--- src/rtl/dac_dbuf_pkg.sv ---
package dac_dbuf_pkg;

    // Kind of latch event resolved in one cycle
    typedef enum logic [2:0] {
        EV_IDLE      = 3'd0,
        EV_STAGE     = 3'd1,  // write fills staging only
        EV_XFER      = 3'd2,  // transfer staging -> code
        EV_IMMEDIATE = 3'd3,  // tied-low: write fills both
        EV_COLLIDE   = 3'd4   // transfer old, then stage new
    } latch_ev_e;

    localparam int unsigned DEFAULT_DATA_W = 14;

endpackage

--- src/rtl/dac_strobe_detect.sv ---
module dac_strobe_detect #(
    parameter int unsigned DATA_W = 14
) (
    input  logic              clk,
    input  logic              rst_n,
    input  logic              cs_n,
    input  logic              wr_n,
    input  logic              ld_n,
    input  logic [DATA_W-1:0] din,
    output logic              wr_done,
    output logic              ld_rise,
    output logic              ld_steady_low,
    output logic              ld_prev_high,
    output logic [DATA_W-1:0] din_held
);

    typedef struct packed {
        logic              cs_n;
        logic              wr_n;
        logic              ld_n;
        logic [DATA_W-1:0] din;
    } smp_t;

    smp_t smp_d, smp_q;

    always_comb begin
        smp_d      = smp_q;
        smp_d.cs_n = cs_n;
        smp_d.wr_n = wr_n;
        smp_d.ld_n = ld_n;
        smp_d.din  = din;
    end

    always_ff @(posedge clk) begin
        if (!rst_n) begin
            smp_q.cs_n <= 1'b1;
            smp_q.wr_n <= 1'b1;
            smp_q.ld_n <= 1'b1;
            smp_q.din  <= '0;
        end else begin
            smp_q <= smp_d;
        end
    end

    // Strobe qualification against the previous sample
    assign wr_done       = !smp_q.wr_n && wr_n && !smp_q.cs_n;
    assign ld_rise       = !smp_q.ld_n && ld_n;
    assign ld_steady_low = !smp_q.ld_n && !ld_n;
    assign ld_prev_high  = smp_q.ld_n;
    assign din_held      = smp_q.din;

endmodule

--- src/rtl/dac_event_decode.sv ---
module dac_event_decode
    import dac_dbuf_pkg::*;
(
    input  logic      wr_done,
    input  logic      ld_rise,
    input  logic      ld_steady_low,
    input  logic      ld_prev_high,
    output latch_ev_e ev
);

    always_comb begin
        ev = EV_IDLE;
        if (wr_done && ld_rise) begin
            ev = EV_COLLIDE;
        end else if (wr_done && ld_steady_low) begin
            ev = EV_IMMEDIATE;
        end else if (wr_done && ld_prev_high) begin
            ev = EV_STAGE;
        end else if (ld_rise) begin
            ev = EV_XFER;
        end
    end

endmodule

--- src/rtl/dac_latch_seq.sv ---
module dac_latch_seq
    import dac_dbuf_pkg::*;
#(
    parameter int unsigned DATA_W = 14
) (
    input  logic              clk,
    input  logic              rst_n,
    input  latch_ev_e         ev,
    input  logic [DATA_W-1:0] wdata,
    output logic [DATA_W-1:0] stage_code,
    output logic [DATA_W-1:0] out_code,
    output logic              upd
);

    typedef struct packed {
        logic [DATA_W-1:0] stage;
        logic [DATA_W-1:0] code;
        logic              upd;
    } lat_t;

    lat_t lat_d, lat_q;

    always_comb begin
        lat_d     = lat_q;
        lat_d.upd = 1'b0;
        unique case (ev)
            EV_STAGE: begin
                lat_d.stage = wdata;
            end
            EV_XFER: begin
                lat_d.code = lat_q.stage;
                lat_d.upd  = 1'b1;
            end
            EV_IMMEDIATE: begin
                lat_d.stage = wdata;
                lat_d.code  = wdata;
                lat_d.upd   = 1'b1;
            end
            EV_COLLIDE: begin
                lat_d.code  = lat_q.stage;
                lat_d.stage = wdata;
                lat_d.upd   = 1'b1;
            end
            default: begin
                lat_d.upd = 1'b0;
            end
        endcase
    end

    always_ff @(posedge clk) begin
        if (!rst_n) begin
            lat_q <= '0;
        end else begin
            lat_q <= lat_d;
        end
    end

    assign stage_code = lat_q.stage;
    assign out_code   = lat_q.code;
    assign upd        = lat_q.upd;

endmodule

--- src/rtl/dac_dbuf_latch.sv ---
module dac_dbuf_latch
    import dac_dbuf_pkg::*;
#(
    parameter int unsigned DATA_W = DEFAULT_DATA_W
) (
    input  logic              clk,
    input  logic              rst_n,
    input  logic              cs_n,
    input  logic              wr_n,
    input  logic              ld_n,
    input  logic [DATA_W-1:0] din,
    output logic [DATA_W-1:0] dac_code,
    output logic              dac_upd
);

    logic              wr_done;
    logic              ld_rise;
    logic              ld_steady_low;
    logic              ld_prev_high;
    logic [DATA_W-1:0] din_held;
    logic [DATA_W-1:0] in_reg_q;
    latch_ev_e         ev;

    dac_strobe_detect #(.DATA_W(DATA_W)) u_detect (
        .clk           (clk),
        .rst_n         (rst_n),
        .cs_n          (cs_n),
        .wr_n          (wr_n),
        .ld_n          (ld_n),
        .din           (din),
        .wr_done       (wr_done),
        .ld_rise       (ld_rise),
        .ld_steady_low (ld_steady_low),
        .ld_prev_high  (ld_prev_high),
        .din_held      (din_held)
    );

    dac_event_decode u_decode (
        .wr_done       (wr_done),
        .ld_rise       (ld_rise),
        .ld_steady_low (ld_steady_low),
        .ld_prev_high  (ld_prev_high),
        .ev            (ev)
    );

    dac_latch_seq #(.DATA_W(DATA_W)) u_seq (
        .clk        (clk),
        .rst_n      (rst_n),
        .ev         (ev),
        .wdata      (din_held),
        .stage_code (in_reg_q),
        .out_code   (dac_code),
        .upd        (dac_upd)
    );

endmodule

--- config.mk ---
export PLATFORM = sky130hd
export DESIGN_NAME = dac_dbuf_latch
export DESIGN_NICKNAME = d
export VERILOG_FILES = /design/src/rtl/dac_dbuf_pkg.sv /design/src/rtl/dac_strobe_detect.sv /design/src/rtl/dac_event_decode.sv /design/src/rtl/dac_latch_seq.sv /design/src/rtl/dac_dbuf_latch.sv
export SDC_FILE = /design/constraint.sdc
export NUM_CORES = 1
export LEC_CHECK = 0
export BUFFER_PORTS_ARGS = -buffer_cell sky130_fd_sc_hd__buf_4
export CAP_MARGIN = 20
export CORE_MARGIN = 2
export CORE_UTILIZATION = 47
export DETAILED_ROUTE_END_ITERATION = 7
export PLACE_DENSITY = 0.71
export SKIP_CTS_REPAIR_TIMING = 1
export SLEW_MARGIN = 40
export SYNTH_ARGS = -nofsm -noshare
export SYNTH_HDL_FRONTEND = slang
export SYNTH_HIERARCHICAL = 1
export SYNTH_SLANG_ARGS = --single-unit
--- constraint.sdc ---
create_clock -name clk -period 1.95 [get_ports clk]
set_input_delay 0.0975 -clock clk [delete_from_list [all_inputs] [get_ports clk]]
set_output_delay 0.0975 -clock clk [all_outputs]
set_load 0.1 [all_outputs]
==> metrics.csv <==
metric,value,unit
chip width,66.5,µm
crit-path max FO,14,
H-tree lvl count,2,
Pwr Total,1.80,mW
GRT Util Overall,16.2,%
Tcrit/Tclk final,98.7,%
CP cell instances,nor3b_2 > buf_4 > mux2i_2 > buf_4 > nor3b_4 > nor3b_4 > buf_12 > a221o_2,
diode count,0,
Max VDD drop,0.434,mV
Die Y,66.5,µm
Synth Area in XOR/XNOR,0.477,%
Post-DRT Antenna Nets,0,
clk slew on worst S/H paths,0.08,ns
compound-gate portion of the synthesized area,8.79,%
reg2reg start,u_detect/smp_q[15],
NumNets Final,222,
number of CTS-inserted buffers,5,
Worst Setup SP,u_detect/smp_q[15],
worst slew pin tran,0.421,ns
setup TNS,0,ns
grt total ovfl,0,
vias in the first global route,1177,
Critical Path Max Stage Delay,0.39,ns
synthesis-stage register bit count,46,
DR DRC count,0,
dpl hpwl,2160,µm
Tmin final,1.92,ns
worst skew pair latency,0.30,ns
Post-Syn Nets,191,
total wire length,3290,µm
number of antenna violations at the first check in global routing,0,
CTS Buffer Depth,2,
unrepaired setup endpoints after global routing,true,
final hold vios,0,
layout cells sized above 1,38.9,%
Setup crit start kind,flip-flop,
Sink Count,46,
Simple-Gate Fraction of Synth Area,23.4,%
LEAKAGE,1.04,nW
max-slew violation total from the final report,0,
Slew Limit Headroom,72.0,%
Syn Area/Cell,10.7,µm²
Die ar.,0.00442,mm²
drt pass-1 iters,4,
final hold slack,0.00350,ns
Starting Density,49.4,%
CTS tree,yes,
CP Capture Type,flip-flop,
count of final setup violators,0,
synthesis-to-finish area growth,23.4,%
max-cap violations,0,
initial drt markers,68,
mux share of post-synthesis cell area,8.17,%
largest family of logic cells by synthesized area,simple AND/OR/NAND/NOR gates,
RD Place Congestion,0.692,
sequential area share after synthesis,50.1,%
dpl cells,237,
min-delay src,din[2],
Syn Inst Count,172,
IO Pins,34,
Synth Area in Adders,0,%
final instance count without filler cells,251,
Finished Cell Area,0.00227,mm²
first-pass GRT wire length,5270,µm
worst clock skew,0.00213,ns
worst path arrival time,2.11,ns
CTS root buf,clkbuf_8,
Pwr Density,796,mW/mm²
via count,1226,
WP data required,2.14,ns
CP max-delay cell,a221o_2,
Buffers on Ports,33,
worst setup path category,flip-flop to flip-flop,
outcome,completed,
number of unique standard cell types used by synthesis,23,
Syn Std Cell Area,0.00184,mm²
vias per cell,4.88,
area post-placement,0.00205,mm²
routed length per placed instance,13.1,µm
largest net degree at the start of global routing,50,
num rows,22,
HP Class,input pin to flip-flop,
fmax,520,MHz
core footprint,0.00372,mm²
Synth Warn #,6,
critical path, delay by kind of cell (launching register included):
| family | cells | cell delay [ns] |
|---|---|---|
| flip-flops | 1 | 0.32 |
| AND/OR/NAND/NOR | 3 | 0.55 |
| AO/OA/AOI/OAI | 1 | 0.39 |
| multiplexers | 1 | 0.09 |
| buffers and inverters | 3 | 0.46 |
synthesized netlist by cell type:
cell type,n,area [µm²]
buf_6,3,33.8
a221o_2,4,45.0
buf_1,1,3.75
buf_2,1,5.00
nand2_1,29,109
and2_1,11,68.8
dfxtp_1,46,921
inv_1,1,3.75
nand2b_1,3,18.8
nor2b_1,2,12.5
a21oi_2,1,8.76
mux2i_1,15,150
clkbuf_1,2,7.51
and2_2,18,135
buf_4,15,113
and4b_4,1,13.8
a221o_1,10,100
nor3b_2,3,37.5
nor3b_1,1,7.51
xnor2_1,1,8.76
nor3b_4,1,18.8
nor2_1,2,7.51
o21a_1,1,7.51
routing by layer:
metal	vias up	GRT usage, %	share of wire [%]
met4	0	7.14	1.6
li1	624	-	-
met5	-	0	0
met3	5	4.56	4.6
met1	570	19.0	45
met2	27	27.3	49
cells by family (layout without fill, tap and decap cells):
kind of cell              after synthesis  after routing
muxes                                  15             15
buffers and inverters                  23             54
DFF                                    46             46
xor gates and xnor gates                1              1
AOI/OAI and AO/OA                      16             16
and+or+nand+nor                        71             71
placed cells by master (no fill, tap or decap), types with 2 or more instances in the layout:
master / instances
dfxtp_1: 46
buf_4: 38
nand2_1: 29
and2_2: 18
mux2i_1: 14
and2_1: 11
a221o_1: 10
clkbuf_8: 6
dlygate4sd3_1: 5
a221o_2: 4
nand2b_1: 3
nor3b_4: 3
buf_12: 3
nor2_1: 2
nor3b_2: 2
report_power, final:
group,internal [mW],switching [mW]
combinational,0.0677,0.0543
sequential,0.960,0.0104
clock,0.410,0.301
total,1.44,0.366
registers in the layout, summed over array words and instances (netlist names):
name and flops:
u_detect/ld_prev_high 1, u_seq/out_code 14, u_seq/upd 1, u_detect/smp_q 2, u_detect/din_held 14, u_seq/stage_code 14
layout make-up:
class / count / area, µm²
Sequential cell: 46 / 921
Multi-Input combinational cell: 103 / 773
Tap cell: 48 / 60.1
Timing Repair Buffer: 46 / 395
Clock inverter: 1 / 30.0
Inverter: 1 / 3.75
Clock buffer: 6 / 82.6
Fill cell: 324 / 1450
metrics by stage:
stage / utilization, % / setup WS, ns
final: 61.0 / 0.0255
after global routing: 61.0 / -0.0321
after CTS: 58.2 / -0.132
after floorplan: - / 0.0580
after global placement: 54.9 / -0.241
after detailed placement: 55.2 / -0.115
path summary, 6_finish.rpt:
kind                           to  slack (ns)  cells past startpoint
max             u_seq/out_code[1]        0.03                      8
min          u_detect/din_held[2]       0.003                      2
max reg2reg     u_seq/out_code[1]        0.03                      8
min reg2reg   u_seq/stage_code[7]        0.45                      2
Note: power is estimated with default switching activity, not from simulation.
